$ cat src/rtl/ofm_pkg.sv
// Package: shared carrier phase encoding for the overlapped framer.
// Assumes a carrier at one quarter of the sample rate, so four phases suffice.
package ofm_pkg;
    typedef enum logic [1:0] {
        PH_POS  = 2'd0,   // replica +1
        PH_ZUP  = 2'd1,   // replica 0
        PH_NEG  = 2'd2,   // replica -1
        PH_ZDN  = 2'd3    // replica 0
    } carrier_ph_e;
endpackage

$ cat src/rtl/ofm_capture.sv
// Module: ofm_capture
// Holds the most recent accepted sample group, which becomes the overlap
// half of the next frame, and a flag that says the overlap half is filled.
// Assumes smp_vld marks exactly the cycles whose group is to be accepted.
module ofm_capture #(
    parameter int LANES = 16,
    parameter int SW    = 8
) (
    input  logic                  clk,
    input  logic                  rst_n,
    input  logic                  smp_vld,
    input  logic [LANES*SW-1:0]   smp_data,
    output logic [LANES*SW-1:0]   hold_data,
    output logic                  primed
);
    // Purpose: keep the last accepted group and note that one has arrived.
    always_ff @(posedge clk) begin
        if (!rst_n) begin
            hold_data <= '0;
            primed    <= 1'b0;
        end else if (smp_vld) begin
            hold_data <= smp_data;
            primed    <= 1'b1;
        end
    end
endmodule

$ cat src/rtl/ofm_phase.sv
// Module: ofm_phase
// Tracks the carrier phase of the next incoming sample and gives the phase
// of the oldest sample in the frame being formed (the overlap half).
// Assumes the phase period is 4 samples; the step per group is LANES mod 4.
module ofm_phase #(
    parameter int LANES = 16
) (
    input  logic       clk,
    input  logic       rst_n,
    input  logic       smp_vld,
    output logic [1:0] frame_base
);
    localparam logic [1:0] STEP = 2'(LANES % 4);

    logic [1:0] next_ph;

    // Purpose: advance the phase of the next sample only on accepted groups.
    always_ff @(posedge clk) begin
        if (!rst_n) begin
            next_ph <= 2'd0;
        end else if (smp_vld) begin
            next_ph <= next_ph + STEP;
        end
    end

    // Purpose: the overlap half started LANES samples before the current group.
    always_comb begin
        frame_base = next_ph - STEP;
    end
endmodule

$ cat src/rtl/ofm_mixer.sv
// Module: ofm_mixer
// Multiplies each frame lane by the quarter-rate carrier replica. Lane k
// uses phase (base + k) mod 4. The output is widened by one bit, so the
// negation of the most negative input cannot overflow.
module ofm_mixer #(
    parameter int NLANE = 32,
    parameter int SW    = 8,
    parameter int OW    = SW + 1
) (
    input  logic [1:0]           base,
    input  logic [NLANE*SW-1:0]  frame_in,
    output logic [NLANE*OW-1:0]  frame_out
);
    import ofm_pkg::*;

    for (genvar k = 0; k < NLANE; k++) begin : g_lane
        logic [SW-1:0]    raw;
        logic [OW-1:0]    ext;
        carrier_ph_e      ph;

        // Purpose: sign-extend the lane sample and find its carrier phase.
        always_comb begin
            raw = frame_in[k*SW +: SW];
            ext = {{(OW-SW){raw[SW-1]}}, raw};
            ph  = carrier_ph_e'(base + 2'(k % 4));
        end

        // Purpose: apply +1, 0, -1 or 0 according to the phase.
        always_comb begin
            case (ph)
                PH_POS:  frame_out[k*OW +: OW] = ext;
                PH_NEG:  frame_out[k*OW +: OW] = -ext;
                default: frame_out[k*OW +: OW] = '0;
            endcase
        end
    end
endmodule

$ cat src/rtl/overlap_frame_mixer.sv
// Module: overlap_frame_mixer (top)
// Builds a frame of 2*LANES samples from the previous and current accepted
// groups, carrier-mixes it, and registers it with a valid flag. The first
// frame after reset is suppressed. Idle cycles leave all state unchanged.
// Assumes the synchronous active-low reset is held for at least one edge.
module overlap_frame_mixer #(
    parameter int LANES = 16,
    parameter int SW    = 8,
    parameter int OW    = SW + 1
) (
    input  logic                      clk,
    input  logic                      rst_n,
    input  logic                      smp_vld,
    input  logic [LANES*SW-1:0]       smp_data,
    output logic                      frm_vld,
    output logic [2*LANES*OW-1:0]     frm_data
);
    localparam int NLANE = 2 * LANES;

    logic [LANES*SW-1:0]  hold_data;
    logic                 primed;
    logic [1:0]           frame_base;
    logic [NLANE*SW-1:0]  frame_raw;
    logic [NLANE*OW-1:0]  frame_mix;

    ofm_capture #(.LANES(LANES), .SW(SW)) u_capture (
        .clk       (clk),
        .rst_n     (rst_n),
        .smp_vld   (smp_vld),
        .smp_data  (smp_data),
        .hold_data (hold_data),
        .primed    (primed)
    );

    ofm_phase #(.LANES(LANES)) u_phase (
        .clk        (clk),
        .rst_n      (rst_n),
        .smp_vld    (smp_vld),
        .frame_base (frame_base)
    );

    // Purpose: older group in the low lanes, newer group in the high lanes.
    always_comb begin
        frame_raw = {smp_data, hold_data};
    end

    ofm_mixer #(.NLANE(NLANE), .SW(SW), .OW(OW)) u_mixer (
        .base      (frame_base),
        .frame_in  (frame_raw),
        .frame_out (frame_mix)
    );

    // Purpose: register the mixed frame and flag it once the overlap is filled.
    always_ff @(posedge clk) begin
        if (!rst_n) begin
            frm_vld  <= 1'b0;
            frm_data <= '0;
        end else begin
            frm_vld <= smp_vld && primed;
            if (smp_vld) begin
                frm_data <= frame_mix;
            end
        end
    end
endmodule

$ cat config.mk
export PLATFORM = sky130hd
export DESIGN_NAME = overlap_frame_mixer
export DESIGN_NICKNAME = d
export VERILOG_FILES = /design/src/rtl/ofm_pkg.sv /design/src/rtl/ofm_capture.sv /design/src/rtl/ofm_phase.sv /design/src/rtl/ofm_mixer.sv /design/src/rtl/overlap_frame_mixer.sv
export SDC_FILE = /design/constraint.sdc
export NUM_CORES = 1
export LEC_CHECK = 0
export CORE_AREA = 3 3 162 164
export DETAILED_ROUTE_END_ITERATION = 8
export DIE_AREA = 0 0 165 167
export PLACE_DENSITY_LB_ADDON = 0.25
export SLEW_MARGIN = 20
export SYNTH_ARGS = -nofsm -noshare
export SYNTH_HDL_FRONTEND = slang
export SYNTH_SLANG_ARGS = --single-unit
$ cat constraint.sdc
create_clock -name clk -period 3.4 [get_ports clk]
set_clock_uncertainty 0.2 [all_clocks]
set_input_delay 0.34 -clock clk [delete_from_list [all_inputs] [get_ports clk]]
set_output_delay 0.34 -clock clk [all_outputs]
set_load 0.01 [all_outputs]
**After elaboration in Yosys (flattened, before gate mapping)**

Index checks and enable logic that the tools add are counted.
Widths: inputs -> output; s select.

- Output and inout bits: 289
- Register bits: 266
- Bits of input ports: 131
- Word-level logic and storage cells: 13

- Add/subtract/negate cells: 8
- Reduce and logical (&&, ||, !) cells: 1

Operator list:

| cell | count |
|---|---|
| $neg 9->9 | 8 |
| $logic_and 1x1->1 | 1 |

**Depth between registers and ports, before layout**

Gate-level depths: netlist of run 1.

- Depth in word-level cells: 1
- Depth in mapped cells: 6
- Depth with buffers taken out: 5

**Hierarchy**

A second synthesis of run 1 with hierarchy kept.

- Cell total of the unflattened synthesis: 2,567
- Area total of the unflattened synthesis: 23,212.3 um^2

By module, submodules not included:

| module | times used | area each (um^2) | cells each | sequential area each (um^2) |
|---|---|---|---|---|
| overlap_frame_mixer | 1 | 10,933.0 | 930 | 5,785.5 |
| ofm_mixer | 1 | 7,273.2 | 1,219 | 0.0 |
| ofm_capture | 1 | 4,987.3 | 415 | 2,582.5 |
| ofm_phase | 1 | 18.8 | 3 | 0.0 |

**Worst setup path before layout of run 1**

No wires, ideal clock.

- Path type: input-to-reg
- Start: input smp_data[48]
- End: register frm_data[206]
- Path slack: 1.540 ns
- Buffers on the path: 0
- Required time: 3.069 ns
- Arrival time: 1.528 ns
- Cell stages on the path: 5
- Library setup time: 0.131 ns
- Cells stage by stage: inv_1 -> ha_1 -> or4b_2 -> o311ai_0 -> a21oi_1

- Word-level cells in the longest chain between the ends: 1

Ends and longest elaborated chain:

| what | line | source |
|---|---|---|
| from (decl) | overlap_frame_mixer.sv:14 | `input logic [LANES*SW-1:0] smp_data,` |
| $neg 9->9 | ofm_mixer.sv:32 | `PH_NEG: frame_out[k*OW +: OW] = -ext;` |
| to (signal assigned) | overlap_frame_mixer.sv:61 | `frm_data <= frame_mix;` |
| to (decl) | overlap_frame_mixer.sv:16 | `output logic [2*LANES*OW-1:0] frm_data` |

No other way between the ends.
A chain may end at the register's enable or synchronous reset.

==> qor.yml, run 1 <==
timing.critical_path.required_ns: 2.86
critical_path.top_delay_family: "buffers and inverters"
netlist-cell-type-count: 49
tritoncts: "built"
run_status: "completed"
antennaDiodeCount: 0
cts_root_buf: "sky130_fd_sc_hd__clkbuf_16"
fin_setup_tns_ns: 0
unrepaired_setup_endpoints_after_global_routing: "no"
remaining_overflow_grt: 0
die_area_um2: 27600
netlist.top_cell.by_area: "sky130_fd_sc_hd__dfxtp_1"
io-pin-count: 420
post-layout-total-power_mw: 5.03
timing.final.hold_violations: 0
synth_seq_cells: 166
max-cap-violations: 0
chipWidth_um: 165
clock.fmax_mhz: 461
yosys-top-cells-area: "sky130_fd_sc_hd__dfxtp_1 40%, sky130_fd_sc_hd__buf_4 17%, sky130_fd_sc_hd__mux2i_1 14%"
synth_top_area_share_pct: 40.1
cts_inserted_buffers: 17
placement.setup.worst_slack_ns: 0.854
max-clock-path-buffers: 2
insertion_delay_ns: 0.42
routed-via-count: 6185
postLayoutCellArea_um2: 10400
timing.critical_path.slowest_stage_cell: "sky130_fd_sc_hd__clkdlybuf4s50_1"
dp.cells: 1360
endpoint_kind: "output pin"
filler_cell_count: 2508
grt_pass1_wl_um: 31800
firstDrtPassIters: 4
synth-main-ff-cell: "sky130_fd_sc_hd__dfxtp_1"
ant_nets: 0
remaining_drc_errors: 0
clock_sink_count: 166
crit_type: "reg2out"
cp_num_buf_inv: 1
proportion_of_synthesized_chip_area_in_sequential_cells_pct: 40.1
cellLeakagePower_nw: 4.46
tmin_final_ns: 2.17
layout-drive-gt1-share_pct: 5.08
ctsHoldBuffers: 0
gr-usage-all-layers_pct: 14.5
die_h_um: 167
dp_hpwl_um: 14300
cts_repair_resize_count: 0
synth_cells: 904
core.rowCount: 58
timing.final.ws_setup_ns: 1.23
io_buffers: 211
drt_iter0_markers: 313
placed_cell_area_um2: 9810
syn_to_final_growth_pct: 26.0
critPathLaunchType: "flop"
cellPowerDensity_nw_per_um2: 482
timing.final.max_slew_violations: 0
stdcell_count: 1392
synth_area_per_cell_um2: 9.16
gp_congestion: 0.732
worst-path-max-fanout: 7
start_util_pct: 33.1
critical_path.cell_chain: "clkdlybuf4s50_1"
grt_start_max_net_pins: 60
grt_pass1_vias: 5643
post-route-period-util_pct: 63.8
grt_antenna_before_repair: 0
worst_slew_pin_slew_ns: 0.946
avgRoutedWirePerCell_um: 14.8
synthesis.yosys.warnings: 0
avgViaCountPerCell: 4.44
synth-edff-count: 0
worstHoldPathType: "in2reg"
fin_hold_ws_ns: 0.198
drt-total-wl_um: 20700
asyncSetResetFlopFracSynth_pct: 0
irDropWorstVdd_mv: 0.273
max_slew_margin_pct: 36.9
clk_pin_slew_ns: 0.07
post_cts.repair.setup_buffers: 0
layout.core_utilization_pct: 41.7
setup_viol_count_final: 0
finalNetCount: 1188
cpPeakStageDelay_ns: 0.65
placeableCoreArea_um2: 25000
arrival_ns: 1.63
syn_area_um2: 8280
htree_num_levels: 4
-- metal layers --
metal	vias to the layer above	track usage [%]	routed length, um
met2	237	22.1	9470
li1	3079	-	-
met4	0	3.39	91
met1	2865	18.9	9130
met5	-	0	0
met3	4	6.24	1960
-- synthesized netlist by cell type (all sizes together) (11+ instances only) --
| cell | n |
|---|---|
| mux2i | 115 |
| inv | 27 |
| nand3 | 46 |
| nor2 | 125 |
| o21ai | 13 |
| nand2 | 11 |
| o311ai | 13 |
| dfxtp | 166 |
| or4 | 12 |
| clkbuf | 32 |
| and3 | 16 |
| buf | 205 |
-- power breakdown --
group          internal (mW)  switching [mW]  total [mW]
Sequential              2.07          0.0895        2.16
Combinational          0.402           0.429       0.831
Clock                   1.07           0.966        2.04
Total                   3.54            1.48        5.03
-- registers in the layout (all words and copies together) (netlist names) --
register / cells
u_capture.primed: 1
frm_vld: 1
frm_data: 100
u_capture.hold_data: 64
-- cells by family after synthesis --
kind of cell	after synthesis	share of synthesized area [%]
simple gates	249	14.4
compound gates	83	7.71
other cells	1	0.0453
buf+inv	264	20.7
flops	166	40.1
fa+ha+maj	8	1.21
xor+xnor	18	1.90
mux	115	13.9
-- area by class of cell --
class / count / area (um^2) / area share, %
Clock buffer: 17 / 425 / 4.08
Clock inverter: 15 / 200 / 1.92
Inverter: 27 / 104 / 0.995
Multi-Input combinational cell: 617 / 3780 / 36.2
Sequential cell: 166 / 3320 / 31.9
Tap cell: 330 / 413 / 3.96
Timing Repair Buffer: 220 / 2190 / 21.0
-- final timing paths --
path,start,endpoint,slack [ns],depth (start not counted)
worst max-delay path,u_capture.hold_data[80],frm_data[234],1.23,1
worst min-delay path,smp_vld,frm_data[273],0.20,3
worst max register to register,u_capture.hold_data[48],frm_data[60],1.34,5
worst min register to register,frm_data[278],frm_data[278],0.26,2
-- layout by cell type, fill, tap and decap left out, types with 5 or more instances in the layout --
cell and n:
sky130_fd_sc_hd__nor2_1 125, sky130_fd_sc_hd__clkdlybuf4s50_1 209, sky130_fd_sc_hd__nand2_1 11, sky130_fd_sc_hd__ha_1 8, sky130_fd_sc_hd__xor2_1 9, sky130_fd_sc_hd__nor3b_1 7
sky130_fd_sc_hd__a2111oi_0 8, sky130_fd_sc_hd__a21oi_1 9, sky130_fd_sc_hd__clkbuf_16 17, sky130_fd_sc_hd__or4_1 10, sky130_fd_sc_hd__mux2i_1 115, sky130_fd_sc_hd__a311o_1 8
sky130_fd_sc_hd__dfxtp_1 166, sky130_fd_sc_hd__clkinv_8 5, sky130_fd_sc_hd__o311ai_0 13, sky130_fd_sc_hd__inv_1 25, sky130_fd_sc_hd__nor4_1 5, sky130_fd_sc_hd__nand3_1 46
sky130_fd_sc_hd__nor3_1 9, sky130_fd_sc_hd__o31ai_1 7, sky130_fd_sc_hd__and3_1 16, sky130_fd_sc_hd__inv_6 5, sky130_fd_sc_hd__xnor2_1 9, sky130_fd_sc_hd__o2111ai_1 8
sky130_fd_sc_hd__o21ai_0 13, sky130_fd_sc_hd__conb_1 144, sky130_fd_sc_hd__buf_4 8
Power figures use the tool's default switching activity.
==> run 2, diff against run 1 <==
clock period = 2.1 ns   (was 3.4 ns; I/O delays follow)
==> run 2 against run 1 <==
Total power is 60% higher. Cell area rose by 3.1%. Setup slack worse by 1.1 ns. Core utilization increased by 1.3 points. Sequential power is 62% higher. Via count grew 2.3%. Clock power up 53%. Critical endpoint unchanged.
==> qor.yml, run 2 (synthesis gave the netlist of run 1 again) <==
timing.final.hold_violations: 0
crit_type: "reg2out"
placed_cell_area_um2: 10200
die_h_um: 167
firstDrtPassIters: 4
dp.cells: 1397
core.rowCount: 58
max_flop_register: "frm_data"
chipWidth_um: 165
postLayoutCellArea_um2: 10800
number_of_flip_flops_under_the_largest_register_name: 100
irDropWorstVdd_mv: 0.414
cp_num_buf_inv: 1
tritoncts: "built"
post-route-period-util_pct: 94.5
post-layout-total-power_mw: 8.04
timing.final.ws_setup_ns: 0.115
start_util_pct: 33.1
max-clock-path-buffers: 2
cts_inserted_buffers: 17
setup_viol_count_final: 0
cellPowerDensity_nw_per_um2: 748
routed-via-count: 6328
grt_start_max_net_pins: 47
r2r_end: "frm_data[24]"
timing.critical_path.required_ns: 1.69
r2r-start: "u_capture.hold_data[16]"
antennaDiodeCount: 0
run_status: "completed"
critical_path.cell_chain: "clkdlybuf4s50_1"
cellLeakagePower_nw: 4.67
tmin_final_ns: 1.98
remaining_drc_errors: 0
clk_pin_slew_ns: 0.08
timing.final.max_slew_violations: 0
worstHoldPathType: "in2reg"
mostFrequentLayoutCells: "209 x sky130_fd_sc_hd__clkdlybuf4s50_1, 166 x sky130_fd_sc_hd__dfxtp_1, 144 x sky130_fd_sc_hd__conb_1"
grt_pass1_wl_um: 32500
dr.max_layer_used: "met4"
layout.core_utilization_pct: 43.0
ant_nets: 0
drt_iter0_markers: 276
clock_sink_count: 166
gp_congestion: 0.760
grt_pass1_vias: 5980
hold_depth: 3
cts_root_buf: "sky130_fd_sc_hd__clkbuf_16"
dp_hpwl_um: 15000
syn_to_final_growth_pct: 29.9
layout-drive-gt1-share_pct: 8.27
max-cap-violations: 0
critical_path.top_delay_family: "buffers and inverters"
insertion_delay_ns: 0.42
arrival_ns: 1.57
avgViaCountPerCell: 4.42
stdcell_count: 1431
grt_antenna_before_repair: 0
avgRoutedWirePerCell_um: 14.6
io_buffers: 211
worst-r2r-cell-count: 5
htree_num_levels: 4
timing.critical_path.slowest_stage_cell: "sky130_fd_sc_hd__clkdlybuf4s50_1"
placement.setup.worst_slack_ns: -0.211
finalNetCount: 1227
endpoint_kind: "output pin"
die_area_um2: 27600
cpPeakStageDelay_ns: 0.65
remaining_overflow_grt: 0
post_cts.repair.setup_buffers: 0
max_slew_margin_pct: 61.5
unrepaired_setup_endpoints_after_global_routing: "no"
io-pin-count: 420
drt-total-wl_um: 20800
routedLengthMet1_um: 9120
hold-path-endpoint: "u_capture.hold_data[67]"
gr-usage-all-layers_pct: 14.8
worst_slew_pin_slew_ns: 0.572
final_common_cell: "sky130_fd_sc_hd__clkdlybuf4s50_1"
worst-path-max-fanout: 7
met3_wirelength_um: 2090
dr_wl_met2_um: 9360
placeableCoreArea_um2: 25000
ff2ff_setup_slack_ns: 0.29
critPathLaunchType: "flop"
holdCritStartpoint: "smp_data[67]"
clock.fmax_mhz: 504
biggestRegsByFlops: "frm_data x100, u_capture.hold_data x64"
==> run 2: changes by cell type in the layout (fill, tap and decap cells not counted) <==
cell / delta
sky130_fd_sc_hd__clkinv_8: -5
sky130_fd_sc_hd__buf_12: +6
sky130_fd_sc_hd__inv_8: -1
sky130_fd_sc_hd__clkinv_4: +1
sky130_fd_sc_hd__dlygate4sd3_1: +2
sky130_fd_sc_hd__clkbuf_8: +1
sky130_fd_sc_hd__clkinv_2: +3
sky130_fd_sc_hd__inv_6: +1
sky130_fd_sc_hd__buf_4: +31
==> run 2: routing by layer <==
layer  track usage [%]  vias up
met1              18.7     2917
met5                 0        -
met3              6.69       15
met4              3.90        0
met2              22.8      234
li1                  -     3162
==> run 2: worst max path at each step <==
| stage | startpoint | to | cells after the start |
|---|---|---|---|
| after detailed placement | smp_data[48] | frm_data[206] | 6 |
| after CTS | u_capture.hold_data[80] | frm_data[234] | 1 |
| after floorplan | smp_data[48] | frm_data[206] | 5 |
| after global placement | smp_data[48] | frm_data[206] | 6 |
| final | u_capture.hold_data[80] | frm_data[234] | 1 |
| after global routing | u_capture.hold_data[80] | frm_data[234] | 1 |
==> run 2: through the flow <==
stage               setup TNS, ns  hold WS [ns]
global route                    0         0.192
floorplan                       0         0.157
global placement           -0.329         0.243
CTS                             0         0.177
detailed placement         -0.368         0.247
finish                          0         0.193
==> run 2: area by class of cell <==
| type | count | area, um^2 |
|---|---|---|
| clock buffers | 18 | 439 |
| clock inverters | 14 | 140 |
| fillers | 2500 | 14300 |
| inverters | 27 | 104 |
| multi-input cells | 617 | 3780 |
| flip-flops and latches | 166 | 3320 |
| well taps | 330 | 413 |
| repair buffers | 259 | 2560 |
==> run 2: power breakdown <==
part / switching [mW] / internal [mW]
sequential: 0.143 / 3.35
clock: 1.42 / 1.71
combinational: 0.709 / 0.714
total: 2.27 / 5.77
==> run 2: timing repair <==
item | 4_1_cts | 5_1_grt
resized for setup | 0 | 0
hold buffers | 2 | 0
endpoints found under the hold margin | 6 | 0
==> run 3, diff against run 2 <==
CORE_AREA = 3 3 163 165   (was 3 3 162 164)
DIE_AREA = 0 0 166 168   (was 0 0 165 167)
SETUP_SLACK_MARGIN = 0.3   (was not set)
clock period = 1.69 ns   (was 2.1 ns; I/O delays follow)
==> run 3 against run 2 <==
Largest power group unchanged. Sequential cell count did not move. Final cell count rose by 3.9%. Die area rose by 1.2%. The run now ends with hold timing left.
==> qor.yml, run 3 (synthesis gave the netlist of run 1 again) <==
number_of_flip_flops_under_the_largest_register_name: 100
timing.critical_path.required_ns: 1.83
p_sw_share_pct: 28.3
remaining_drc_errors: 0
clkPwrFrac_pct: 39.9
irDropWorstVdd_mv: 0.584
io-pin-count: 420
remaining_overflow_grt: 0
worstHoldPathType: "in2reg"
endpoint_kind: "flop"
crit_type: "reg2reg"
drt-total-wl_um: 22600
placeableCoreArea_um2: 25200
critPathLaunchType: "flop"
cts_root_buf: "sky130_fd_sc_hd__clkbuf_16"
post-route-period-util_pct: 98.3
violated_checks: "hold timing"
layout-drive-gt1-share_pct: 37.3
die_area_um2: 27900
syn_to_final_growth_pct: 36.4
cellPowerDensity_nw_per_um2: 924
gr-usage-all-layers_pct: 15.4
max-cap-violations: 0
start_util_pct: 32.9
chipWidth_um: 166
fin_setup_tns_ns: 0
timing.final.hold_violations: 1
dp_hpwl_um: 16200
r2r_end: "frm_data[132]"
mostFrequentLayoutCells: "144 x sky130_fd_sc_hd__conb_1, 125 x sky130_fd_sc_hd__nor2_1, 115 x sky130_fd_sc_hd__mux2i_1"
hold_depth: 3
sequentialPowerShare_pct: 41.8
cellLeakagePower_nw: 5.38
grt_pass1_wl_um: 35200
ff2ff_setup_slack_ns: 0.03
combinationalPowerShare_pct: 18.3
core.rowCount: 58
clock_sink_count: 166
max-clock-path-buffers: 2
gp_congestion: 0.777
die_h_um: 168
firstDrtPassIters: 5
grt_antenna_before_repair: 1
r2r-start: "u_capture.hold_data[116]"
htree_num_levels: 4
max_flop_register: "frm_data"
io_buffers: 211
clock.fmax_mhz: 602
tmin_final_ns: 1.66
post-layout-total-power_mw: 10.4
ant_nets: 0
fin_hold_ws_ns: -0.0207
tritoncts: "built"
insertion_delay_ns: 0.42
unrepaired_setup_endpoints_after_global_routing: "yes"
routed-via-count: 6718
worst-path-max-fanout: 4
drt_iter0_markers: 260
avgViaCountPerCell: 4.52
finalNetCount: 1282
grt_start_max_net_pins: 47
holdCritStartpoint: "smp_data[51]"
power_report.internal_total_mw: 7.48
arrival_ns: 1.80
clk_pin_slew_ns: 0.07
power.net_switching_mw: 2.95
run_status: "finished with violations"
biggestRegsByFlops: "frm_data x100, u_capture.hold_data x64"
avgRoutedWirePerCell_um: 15.2
hold-path-endpoint: "frm_data[205]"
final_common_cell: "sky130_fd_sc_hd__conb_1"
cts_inserted_buffers: 17
timing.final.max_slew_violations: 0
ctsHoldBuffers: 3
setup_viol_count_final: 0
grt_pass1_vias: 6311
worst-r2r-cell-count: 4
[run 3: cell count changes in the layout (fill, tap and decap cells not counted), moves of 10 or more]
cell / delta
sky130_fd_sc_hd__clkdlybuf4s50_1: -165
sky130_fd_sc_hd__dfxtp_1: -76
sky130_fd_sc_hd__buf_6: +16
sky130_fd_sc_hd__dfxtp_2: +67
sky130_fd_sc_hd__clkbuf_2: +11
sky130_fd_sc_hd__buf_4: +41
sky130_fd_sc_hd__dlygate4sd2_1: +15
sky130_fd_sc_hd__clkdlybuf4s15_2: +20
sky130_fd_sc_hd__inv_1: -10
sky130_fd_sc_hd__buf_2: +109
[run 3: worst max-delay path: stages, from the launching register on]
cell                      delay [ns]
sky130_fd_sc_hd__dfxtp_2        0.32
sky130_fd_sc_hd__or4_4          0.55
sky130_fd_sc_hd__buf_4          0.16
sky130_fd_sc_hd__o21a_1         0.18
sky130_fd_sc_hd__o31ai_1        0.18
[run 3: stage by stage]
| step | utilization [%] | area [um^2] | worst slack, ns | std cells | hold slack [ns] |
|---|---|---|---|---|---|
| 2_1_floorplan | - | 9000 | 0.0318 | 1047 | 0.104 |
| 3_3_place_gp | 41.8 | 10500 | -0.395 | 1425 | 0.236 |
| 3_5_place_dp | 41.8 | 10500 | -0.370 | 1425 | 0.246 |
| 4_1_cts | 45.6 | 11500 | 0.0371 | 1477 | -0.00945 |
| 5_1_grt | 44.8 | 11300 | -0.0557 | 1487 | -0.0102 |
| 6_report | 44.8 | 11300 | 0.0289 | 1487 | -0.0207 |
[run 3: cell type report]
type / instances / area, um^2
fill: 2497 / 13900
multi-input combinational: 617 / 4230
sequential: 166 / 3440
timing repair buffer: 314 / 2450
clock buffer: 19 / 443
tap: 330 / 413
clock inverter: 13 / 183
inverter: 27 / 131
antenna: 1 / 2.50
[run 3: layer usage]
layer	vias up	routed length (um)	global-route usage [%]	part of all wire, %
li1	3265	-	-	-
met1	3181	10100	20.2	45
met2	262	10300	24.5	46
met3	10	2010	5.94	8.9
met4	0	149	3.15	0.66
met5	-	0	0	0
[run 3: how the worst max path moves through the flow]
stage | start | end | slack [ns] | cells after the start
6_report | u_capture.hold_data[116] | frm_data[132] | 0.03 | 4
5_1_grt | u_capture.hold_data[116] | frm_data[133] | -0.06 | 3
4_1_cts | u_capture.hold_data[116] | frm_data[132] | 0.04 | 4
3_5_place_dp | smp_data[49] | frm_data[206] | -0.37 | 7
3_3_place_gp | smp_data[49] | frm_data[206] | -0.39 | 7
2_1_floorplan | u_capture.hold_data[117] | frm_data[133] | 0.03 | 3
[run 3: repair_timing]
| item | 4_1_cts | 5_1_grt |
|---|---|---|
| endpoints found under the setup margin | 182 | 130 |
| hold endpoints to repair | 7 | 2 |
| gates cloned | 0 | 0 |
| buffers inserted | 17 | 9 |
| gates resized for setup | 591 | 151 |
| pin swaps | 26 | 21 |
[run 3: power groups by stage]
| stage | registers (mW) | clock network (mW) | logic [mW] |
|---|---|---|---|
| 6_report | 4.36 | 4.17 | 1.91 |
| 5_1_grt | 4.40 | 4.43 | 2.08 |
| 4_1_cts | 4.36 | 4.28 | 1.90 |
| 3_5_place_dp | 4.43 | 0 | 1.89 |
| 3_3_place_gp | 4.42 | 0 | 1.88 |
| 2_1_floorplan | 4.47 | 0 | 1.19 |
